<file path="config.mk">
export PLATFORM = sky130hd
export DESIGN_NAME = ipg_gap_timer
export DESIGN_NICKNAME = d
export VERILOG_FILES = /design/src/rtl/ipg_gap_pkg.sv /design/src/rtl/ipg_len_calc.sv /design/src/rtl/ipg_gap_cnt.sv /design/src/rtl/ipg_gap_fsm.sv /design/src/rtl/ipg_gap_timer.sv
export SDC_FILE = /design/constraint.sdc
export NUM_CORES = 1
export LEC_CHECK = 0
export ABC_CLOCK_PERIOD_IN_PS = 3200
export BUFFER_PORTS_ARGS = -buffer_cell sky130_fd_sc_hd__buf_2
export CELL_PAD_IN_SITES_DETAIL_PLACEMENT = 1
export CELL_PAD_IN_SITES_GLOBAL_PLACEMENT = 1
export CORE_ASPECT_RATIO = 0.8
export CORE_MARGIN = 5
export CORE_UTILIZATION = 30
export DETAILED_ROUTE_END_ITERATION = 10
export PLACE_DENSITY = 0.67
export SYNTH_ARGS = -nofsm -noshare
export SYNTH_HDL_FRONTEND = slang
export SYNTH_SLANG_ARGS = --single-unit
</file>
<file path="constraint.sdc">
create_clock -name clk -period 3.2 [get_ports clk]
set_input_delay 0.16 -clock clk [delete_from_list [all_inputs] [get_ports clk]]
set_output_delay 0.16 -clock clk [all_outputs]
set_load 0.01 [all_outputs]
</file>
<file path="src/rtl/ipg_gap_pkg.sv">
package ipg_gap_pkg;

    typedef enum logic [0:0] {
        ST_OPEN = 1'b0,
        ST_HOLD = 1'b1
    } gap_state_t;

endpackage

</file>
<file path="src/rtl/ipg_len_calc.sv">
module ipg_len_calc #(
    parameter int BASE_W      = 5,
    parameter int EXT_W       = 3,
    parameter int NORM_BYTES  = 12,
    parameter int EXT_BYTES   = 13,
    parameter int FLOOR_BYTES = 5,
    parameter int CNT_W       = 9
) (
    input  logic              ext_en,
    input  logic [BASE_W-1:0] gap_base,
    input  logic [EXT_W-1:0]  gap_ext,
    output logic [CNT_W-1:0]  gap_len
);
    localparam int CODE_W = BASE_W + EXT_W;
    localparam int KNEE   = NORM_BYTES - FLOOR_BYTES;

    logic [CODE_W-1:0] code;

    assign code = {gap_ext, gap_base};

    always_comb begin
        if (ext_en) begin
            gap_len = CNT_W'(EXT_BYTES) + CNT_W'(code);
        end else if (int'(gap_base) >= KNEE) begin
            gap_len = CNT_W'(FLOOR_BYTES);
        end else begin
            gap_len = CNT_W'(NORM_BYTES) - CNT_W'(gap_base);
        end
    end

    // normal mode stays between the floor and the 96-bit-time ceiling
    always_comb begin
        if (!ext_en) begin
            assert_norm_range_R3: assert (int'(gap_len) >= FLOOR_BYTES && int'(gap_len) <= NORM_BYTES);
        end
    end

    // extended mode never drops below 104 bit times
    always_comb begin
        if (ext_en) begin
            assert_ext_floor_R4: assert (int'(gap_len) >= EXT_BYTES);
        end
    end

endmodule

</file>
<file path="src/rtl/ipg_gap_cnt.sv">
module ipg_gap_cnt #(
    parameter int CNT_W   = 9,
    parameter int MAX_LEN = 268
) (
    input  logic             clk,
    input  logic             rst_n,
    input  logic             load,
    input  logic             dec,
    input  logic [CNT_W-1:0] len,
    output logic             expire
);
    logic [CNT_W-1:0] remain;

    always_ff @(posedge clk) begin
        if (!rst_n) begin
            remain <= '0;
        end else if (load) begin
            remain <= len;
        end else if (dec && remain != '0) begin
            remain <= remain - 1'b1;
        end
    end

    assign expire = dec && !load && (remain == CNT_W'(1));

    // without a tick or load the remaining count holds
    assert_hold_without_tick_R8: assert property (@(posedge clk) disable iff (!rst_n)
        (!load && !dec) |=> $stable(remain));

    // the count never grows except through a load
    assert_no_growth_R6: assert property (@(posedge clk) disable iff (!rst_n)
        !load |=> remain <= $past(remain));

    // the count never exceeds the largest extended length
    assert_cnt_bound_R4: assert property (@(posedge clk) disable iff (!rst_n)
        int'(remain) <= MAX_LEN);

endmodule

</file>
<file path="src/rtl/ipg_gap_fsm.sv">
module ipg_gap_fsm
    import ipg_gap_pkg::*;
(
    input  logic clk,
    input  logic rst_n,
    input  logic tx_end,
    input  logic expire,
    output logic load,
    output logic tx_permit
);
    gap_state_t state, state_nx;

    always_ff @(posedge clk) begin
        if (!rst_n) begin
            state <= ST_OPEN;
        end else begin
            state <= state_nx;
        end
    end

    always_comb begin
        state_nx = state;
        unique case (state)
            ST_OPEN: begin
                if (tx_end) state_nx = ST_HOLD;        // T_START
            end
            ST_HOLD: begin
                if (tx_end)      state_nx = ST_HOLD;   // T_RESTART
                else if (expire) state_nx = ST_OPEN;   // T_EXPIRE
            end
            default: state_nx = ST_OPEN;
        endcase
    end

    always_comb begin
        load      = tx_end;
        tx_permit = (state == ST_OPEN);
    end

    // end of frame closes the permit at the next cycle
    assert_end_closes_R2: assert property (@(posedge clk) disable iff (!rst_n)
        tx_end |=> !tx_permit);

    // permit only reopens right after a counter expiry
    assert_rise_on_expiry_R5: assert property (@(posedge clk) disable iff (!rst_n)
        $rose(tx_permit) |-> $past(expire));

endmodule

</file>
<file path="src/rtl/ipg_gap_timer.sv">
module ipg_gap_timer #(
    parameter int BASE_W      = 5,
    parameter int EXT_W       = 3,
    parameter int NORM_BYTES  = 12,
    parameter int EXT_BYTES   = 13,
    parameter int FLOOR_BYTES = 5
) (
    input  logic              clk,
    input  logic              rst_n,
    input  logic              byte_tick,
    input  logic              tx_end,
    input  logic              ext_en,
    input  logic [BASE_W-1:0] gap_base,
    input  logic [EXT_W-1:0]  gap_ext,
    output logic              tx_permit
);
    localparam int MAX_LEN = EXT_BYTES + (2 ** (BASE_W + EXT_W)) - 1;
    localparam int CNT_W   = $clog2(MAX_LEN + 1);

    logic [CNT_W-1:0] gap_len;
    logic             load;
    logic             expire;

    ipg_len_calc #(
        .BASE_W      (BASE_W),
        .EXT_W       (EXT_W),
        .NORM_BYTES  (NORM_BYTES),
        .EXT_BYTES   (EXT_BYTES),
        .FLOOR_BYTES (FLOOR_BYTES),
        .CNT_W       (CNT_W)
    ) u_len (
        .ext_en   (ext_en),
        .gap_base (gap_base),
        .gap_ext  (gap_ext),
        .gap_len  (gap_len)
    );

    ipg_gap_cnt #(
        .CNT_W   (CNT_W),
        .MAX_LEN (MAX_LEN)
    ) u_cnt (
        .clk    (clk),
        .rst_n  (rst_n),
        .load   (load),
        .dec    (byte_tick),
        .len    (gap_len),
        .expire (expire)
    );

    ipg_gap_fsm u_fsm (
        .clk       (clk),
        .rst_n     (rst_n),
        .tx_end    (tx_end),
        .expire    (expire),
        .load      (load),
        .tx_permit (tx_permit)
    );

endmodule

</file>
==> results.txt, run 1 <==
The run finished with clean final reports. The number of warning messages in the yosys log was 0. The post-CTS setup repair buffer count was 0.

The tools report the final wirelength as 2530 um. Capture point of the worst reg-to-reg path: u_cnt.remain[7]. Setup slack closes at 1250 ps. The startpoint identified for the worst register-to-register timing path is u_cnt.remain[0]. The detailed-route vias per instance works out to 5.62. STA classifies the critical path startpoint as a register. Entering global routing, the biggest net connects 13 pins. The tools report the placer's final routability congestion estimate as 0.810.

Averaged over all synthesized cells, the footprint is 8.12 um2. The setup check on the worst reg-to-reg path leaves a slack of 1250 ps. Once placement finished, the instance area stood at 966 um2.

The logs give 1260 ps for the setup slack at placement and 140 for the number of nets in the finished design. The tools report the first-pass GRT wire length as 4330 um. The tools report the number of antenna-violating nets in the routed design as 0. For this run the aggregate overflow at the end of global routing stands at 0. The first TritonRoute pass finished after 4 iterations. The initial standard-cell utilization of the core is 0.315, and the static power due to leakage is 0.417 nW. Number of standard cells after synthesis: 108. The worst-case IR drop observed on VDD is 224 uV.

Counting flops and latches in the post-synthesis netlist gives 10. The logs give 893 for the via count and 126 for the number of nets in the synthesized netlist. The logs give 0 for the final number of setup-violating endpoints and 17 for the number of rows in the core area. The pin slew with the least headroom to its limit was 564 ps. For this block, the initial DRC count from the detailed router was 10. The tools report the start point of the critical path as u_cnt.remain[0]. At the later pin of the worst-skew pair, clock insertion delay measures 240 ps. Once the clock tree was built, the resizer swapped 0 gates to a different size.

The proportion of register bits with asynchronous set or reset after synthesis was 0. In this run the worst setup path terminates at u_cnt.remain[7]. sky130_fd_sc_hd__inv_1 is the most common cell in the netlist.

The logs give 913 for the number of global-route vias before repair and 0 for the total of max-cap violations. The logs give 0 for the number of hold violations in the final report and 14 for the I/O pin count. The tools report the area of the core as 2790 um2.

The maximum clock insertion buffer count was 2. Across the whole layout, storage elements account for 200 um2. Biggest fanout along the worst timing path: 6. Counting tap cells, the placed design contains a total of 155 instances. In this run the power density over the cells is 449 nW/um2.

The count of flip-flops with a built-in enable after synthesis works out to 0. The die covers 4110 um2. In the synthesized netlist, the cells that appear most often are sky130_fd_sc_hd__inv_1 (13), sky130_fd_sc_hd__dfxtp_1 (10), sky130_fd_sc_hd__a21oi_1 (7).

Setup repair after global routing left no endpoint under its margin. STA classifies the critical path endpoint as a register. Multi-input gate area in the final layout: 604 um2. In this run the vertical extent of the chip is 58.4 um. The most used flip-flop cell after synthesis is sky130_fd_sc_hd__dfxtp_1.

The share of the clock period used by the worst path after layout is 0.610. Hold repair after CTS inserted 0 buffers. Clock-pin slew was measured on the worst setup and hold paths at 50 ps. For the clock net sink count, the log shows 10. For the count of unique library cells instantiated by Yosys, the log shows 41. The global router's overall resource usage came out at 0.134. The number of antenna violations at the first check in global routing was 0; the fraction of final layout cells sized beyond drive strength 1 was 0.182.

After detailed routing, the number of remaining DRC violations is 0. 0 antenna diodes ended up in the layout. The run gives 0.228 as the post-synthesis sequential area ratio.

By area the synthesized netlist is led by sky130_fd_sc_hd__dfxtp_1 (23%), sky130_fd_sc_hd__ha_1 (7.1%), sky130_fd_sc_hd__inv_1 (5.6%). Data arrives at the worst endpoint at 2110 ps. The cell count of the worst reg-to-reg path came out at 6.

Measured along the x axis, the die boundary spans 70.5 um. The biggest area contributor in the post-synthesis netlist is sky130_fd_sc_hd__dfxtp_1. The critical path is of the register to register type. On the final layout, the worst clock skew is 2.54 ps. Once layout is done, the placed cells without fillers occupy 1020 um2. The core occupancy in the finished layout was 0.366. STA puts the critical path data required time at 3360 ps. Adding up every negative setup slack in the final design gives 0 ps.

The logs give 513 MHz for the highest achievable clock rate and 877 um2 for the total standard cell area after synthesis. After the flow finishes, the layout carries non-filler instances totaling 159. The area fraction of the dominant cell type after synthesis was 0.228.

H-tree depth: 1. The clock tree root buffer cell is sky130_fd_sc_hd__clkbuf_8. The worst slew margin relative to its limit is 0.621. For the total clock buffers created by CTS, the log shows 3.

The number of inserted filler cells in the final layout is 348. Average wire per cell in the routed design: 15.9 um. The worst hold path class was input pin to register. The HPWL reported at the end of detailed placement was 2060 um. The post-layout minimum cycle time is 1950 ps. The number of buffer cells added on primary ports is 13. Compared with the post-synthesis result, the final layout area differs by 16.4%.

TritonCTS built the clock tree. The run gives 0 as the max-slew violation count.
[where the power goes]
group | switching, W | internal, W | total (W) | leakage, nW
Combinational | 0.0000886 | 0.0000573 | 0.000146 | 0.305
Clock | 0.0000524 | 0.000108 | 0.000161 | 0.0288
Sequential | 0.0000144 | 0.000137 | 0.000151 | 0.0827
Total | 0.000155 | 0.000303 | 0.000458 | 0.417
[stage by stage]
stage	total power [W]	hold slack, ps
2_1_floorplan	0.000261	291
3_3_place_gp	0.000294	459
3_5_place_dp	0.000298	467
4_1_cts	0.000464	217
5_1_grt	0.000488	237
6_report	0.000458	222
[area by class of cell]
| type | instances | area share |
|---|---|---|
| Multi-Input combinational cell | 81 | 0.592 |
| Sequential cell | 10 | 0.196 |
| Timing Repair Buffer | 13 | 0.0637 |
| Clock buffer | 4 | 0.0539 |
| Inverter | 13 | 0.0478 |
| Tap cell | 38 | 0.0466 |
[worst max-delay path: stages (launching register included)]
cell and delay (ps):
sky130_fd_sc_hd__dfxtp_1 330, sky130_fd_sc_hd__inv_1 120, sky130_fd_sc_hd__ha_1 150, sky130_fd_sc_hd__or4b_1 610, sky130_fd_sc_hd__o21ai_4 260, sky130_fd_sc_hd__o211ai_1 150
sky130_fd_sc_hd__a221oi_2 240
[worst min path at each step]
stage | depth (start not counted) | startpoint | slack (ps) | end
floorplan | 1 | rst_n | 290 | u_cnt.remain[8]
CTS | 2 | rst_n | 220 | u_cnt.remain[8]
finish | 2 | rst_n | 220 | u_cnt.remain[8]
global placement | 2 | u_fsm.state | 460 | u_fsm.state
global route | 2 | rst_n | 240 | u_cnt.remain[8]
detailed placement | 2 | rst_n | 470 | u_cnt.remain[8]
[cell families (layout without fill, tap and decap cells)]
logic type / after synthesis / after routing / synth area share
buf+inv: 17 / 30 / 0.0827
fa+ha+maj: 5 / 5 / 0.0713
flops: 10 / 10 / 0.228
xor+xnor: 8 / 8 / 0.0799
compound gates: 39 / 39 / 0.358
simple gates: 29 / 29 / 0.180
[registers in the layout (all words and copies together), names as in the netlist]
register / flops
u_cnt.remain: 9
u_fsm.state: 1
[metal layers]
metal,GRT usage,part of all wire,vias up
li1,-,-,435
met1,0.175,0.49,437
met2,0.221,0.46,17
met3,0.0307,0.038,4
met4,0.0410,0.011,0
met5,0,0,-
[placed cells by master (no fill, tap or decap), drive strengths merged, types with 2 or more instances in the layout]
cell type and instances:
o21ai 6, or4b 2, inv 13, dfxtp 10, xnor2 4, nor2 4
a31oi 2, nor4 2, o22ai 2, a21oi 7, a221oi 2, ha 5
o211ai 5, o2111ai 2, o311a 2, nand3b 2, clkbuf 4, buf 13
xor2 4, nor3 6, nand3 6, nand2 4
No activity file was read; power rests on OpenSTA's default activity.
==> run 2: changes to the inputs <==
ABC_CLOCK_PERIOD_IN_PS = 1700   (was 3200)
PLACE_DENSITY = 0.7   (was 0.67)
clock period = 1.7 ns   (was 3.2 ns; I/O delays follow)
==> results.txt, run 2 (synthesized netlist as in run 1, its figures left out) <==
The number of hold violations in the final report was 0. The highest achievable clock rate was 573 MHz; the signed area change from the synthesized netlist to the final layout was 32.0%. The startpoint identified for the worst hold timing path is rst_n.

The tools report the clock net sink count as 10. The flip-flop count of the largest register after layout was 9; the H-tree depth was 1. The static power due to leakage is 0.496 nW, and the worst slew margin relative to its limit is 0.752. The floorplan step defined a die boundary enclosing 4110 um2. The number of nets in the finished design is 154, and the total of max-cap violations is 0. The initial standard-cell utilization of the core was 0.315; the number of global-route vias before repair was 964. Fraction of final layout cells sized beyond drive strength 1: 0.319.

The root buffer cell chosen for the clock tree is sky130_fd_sc_hd__clkbuf_8. Register with the most flip-flops: u_cnt.remain. Max-slew violation count: 0. The top cell types in the final layout, fill and taps aside, are sky130_fd_sc_hd__buf_2 (13), sky130_fd_sc_hd__buf_4 (12), sky130_fd_sc_hd__inv_1 (11), sky130_fd_sc_hd__dfxtp_1 (9), sky130_fd_sc_hd__a21oi_1 (7). For the largest net degree at the start of global routing, the log shows 13. The cell count of the worst reg-to-reg path works out to 6.

The via count came out at 947. The tools report the nature of the critical path endpoint as a register. The floorplan step set the die width to 70.5 um. The I/O pin count is 14, and the post-layout minimum cycle time is 1750 ps.

Data on the critical path is required at its endpoint by 1840 ps. At the pin with the least slew margin, the transition time is 368 ps. The final reports fail on setup timing. Summed over all layers, the routed wires come to 2910 um.

The congestion estimate from routability-driven global placement came to 0.835. The die is 58.4 um tall. Setup repair after global routing could not meet its margin everywhere. The tools report the total clock buffers created by CTS as 3.

The count of antenna diodes in the layout is 0. The largest registers in the layout are u_cnt.remain: 9 flops, u_fsm.state: 1 flops. The endpoint identified for the worst register-to-register timing path is u_cnt.remain[2]. The later pin in the worst-skew pair is clocked with a latency of 250 ps. On the final layout, the worst hold slack is 138 ps. The share of the clock period used by the worst path after layout was 1.03; the number of antenna-violating nets in the routed design was 0. For the final critical-path setup slack, the log shows -45.0 ps.

Number of hold buffers added after CTS: 0. Between clock sinks in the finished design, the worst skew comes to 4.45 ps. The library cell used most frequently in the layout, excluding fill and tap cells, is sky130_fd_sc_hd__buf_2.

The area of the core is 2790 um2, and the cell depth of the worst min-delay path is 2. TritonCTS built the clock tree. Along the worst path, the maximum fanout reaches 6.

After detailed routing, the number of remaining DRC violations is 0. The run finished, with violations left. In this run, the number of DRC markers left after iteration 0 of detailed routing was 29. The worst setup path is launched from a register. In this run the worst hold path is classified as input pin to register.

After detailed routing, the average wire length per cell comes to 16.8 um. The clock passes through at most 2 buffers. The count of buffers added on input and output ports is 13. In the routed layout, each cell is associated on average with a via count of 5.47. Number of rows in the core area: 17. The global router's overall resource usage is 0.148. The logs give 4 for the count of TritonRoute iterations in the first routing pass and 3 for the final number of setup-violating endpoints. The worst register-to-register path begins at u_cnt.remain[0].

For the total congestion overflow, the log shows 0. After clock tree synthesis, the clock-pin slew on the worst setup and hold paths is 50 ps. Detailed placement finished with a half-perimeter wire length of 2220 um.

The path with the worst hold slack has its endpoint at u_cnt.remain[8]. The logs give 1880 ps for the arrival time of data at the critical path endpoint and 0 for the number of antenna violations at the first check in global routing. The first global-routing pass estimated 4710 um of wire. The post-route total power is 0.000971 W. Across all register-to-register paths, the minimum setup slack is -50 ps. The critical path is of the register to register type. VDD sags by at most 424 uV. The power density normalized to cell area works out to 839 nW/um2.
==> run 2: changes by cell type in the layout (fill, tap and decap cells not counted), moves of 2 or more <==
cell	before	now
sky130_fd_sc_hd__buf_4	0	12
sky130_fd_sc_hd__inv_2	0	2
sky130_fd_sc_hd__buf_6	0	2
sky130_fd_sc_hd__inv_1	13	11
==> run 2: report_power, final <==
group	total [W]	internal, W	switching (W)	leakage [nW]
registers	0.000279	0.000258	0.0000210	0.0829
clock network	0.000317	0.000205	0.000112	0.0288
logic	0.000375	0.000175	0.000200	0.385
total	0.000971	0.000638	0.000333	0.496
==> run 2: critical path, cell delays in order (launching register included) <==
cell and delay, ps:
sky130_fd_sc_hd__dfxtp_2 320, sky130_fd_sc_hd__inv_2 50, sky130_fd_sc_hd__ha_1 130, sky130_fd_sc_hd__or4b_4 530, sky130_fd_sc_hd__o211ai_4 250, sky130_fd_sc_hd__xnor2_1 100
sky130_fd_sc_hd__o221a_1 250
==> run 2: cell type report <==
type | instances | area, um2
fill | 352 | 1630
multi-input combinational | 81 | 627
sequential | 10 | 201
timing repair buffer | 27 | 178
clock buffer | 4 | 55.1
inverter | 13 | 48.8
tap | 38 | 47.5
==> run 2: how the worst max path moves through the flow <==
| stage | slack [ps] | to | start |
|---|---|---|---|
| floorplan | -10 | u_cnt.remain[8] | u_cnt.remain[0] |
| global placement | -20 | u_cnt.remain[3] | u_cnt.remain[0] |
| detailed placement | -40 | u_cnt.remain[2] | u_cnt.remain[0] |
| CTS | -50 | u_cnt.remain[8] | u_cnt.remain[0] |
| global route | -120 | u_cnt.remain[2] | u_cnt.remain[0] |
| finish | -50 | u_cnt.remain[2] | u_cnt.remain[0] |
==> run 2: layer usage <==
layer	GRT usage	up-vias	part of all wire
met4	0.0410	0	0.010
met1	0.180	456	0.46
met2	0.252	22	0.49
met3	0.0495	5	0.047
li1	-	464	-
met5	0	-	0
==> run 2: repair_timing <==
item	CTS	global route
resized for setup	1	6
pin swaps	2	3
setup endpoints to repair	7	9
buffers inserted	0	1
==> run 2: through the flow <==
step	instances	utilization	instance area, um2	worst slack [ps]	TNS, ps
detailed placement	169	0.385	1070	-44.2	-141
global placement	169	0.385	1070	-19.5	-40.4
finish	173	0.415	1160	-45.0	-85.6
global route	173	0.415	1160	-116	-542
floorplan	108	-	885	-14.0	-14.0
CTS	173	0.406	1130	-48.2	-167
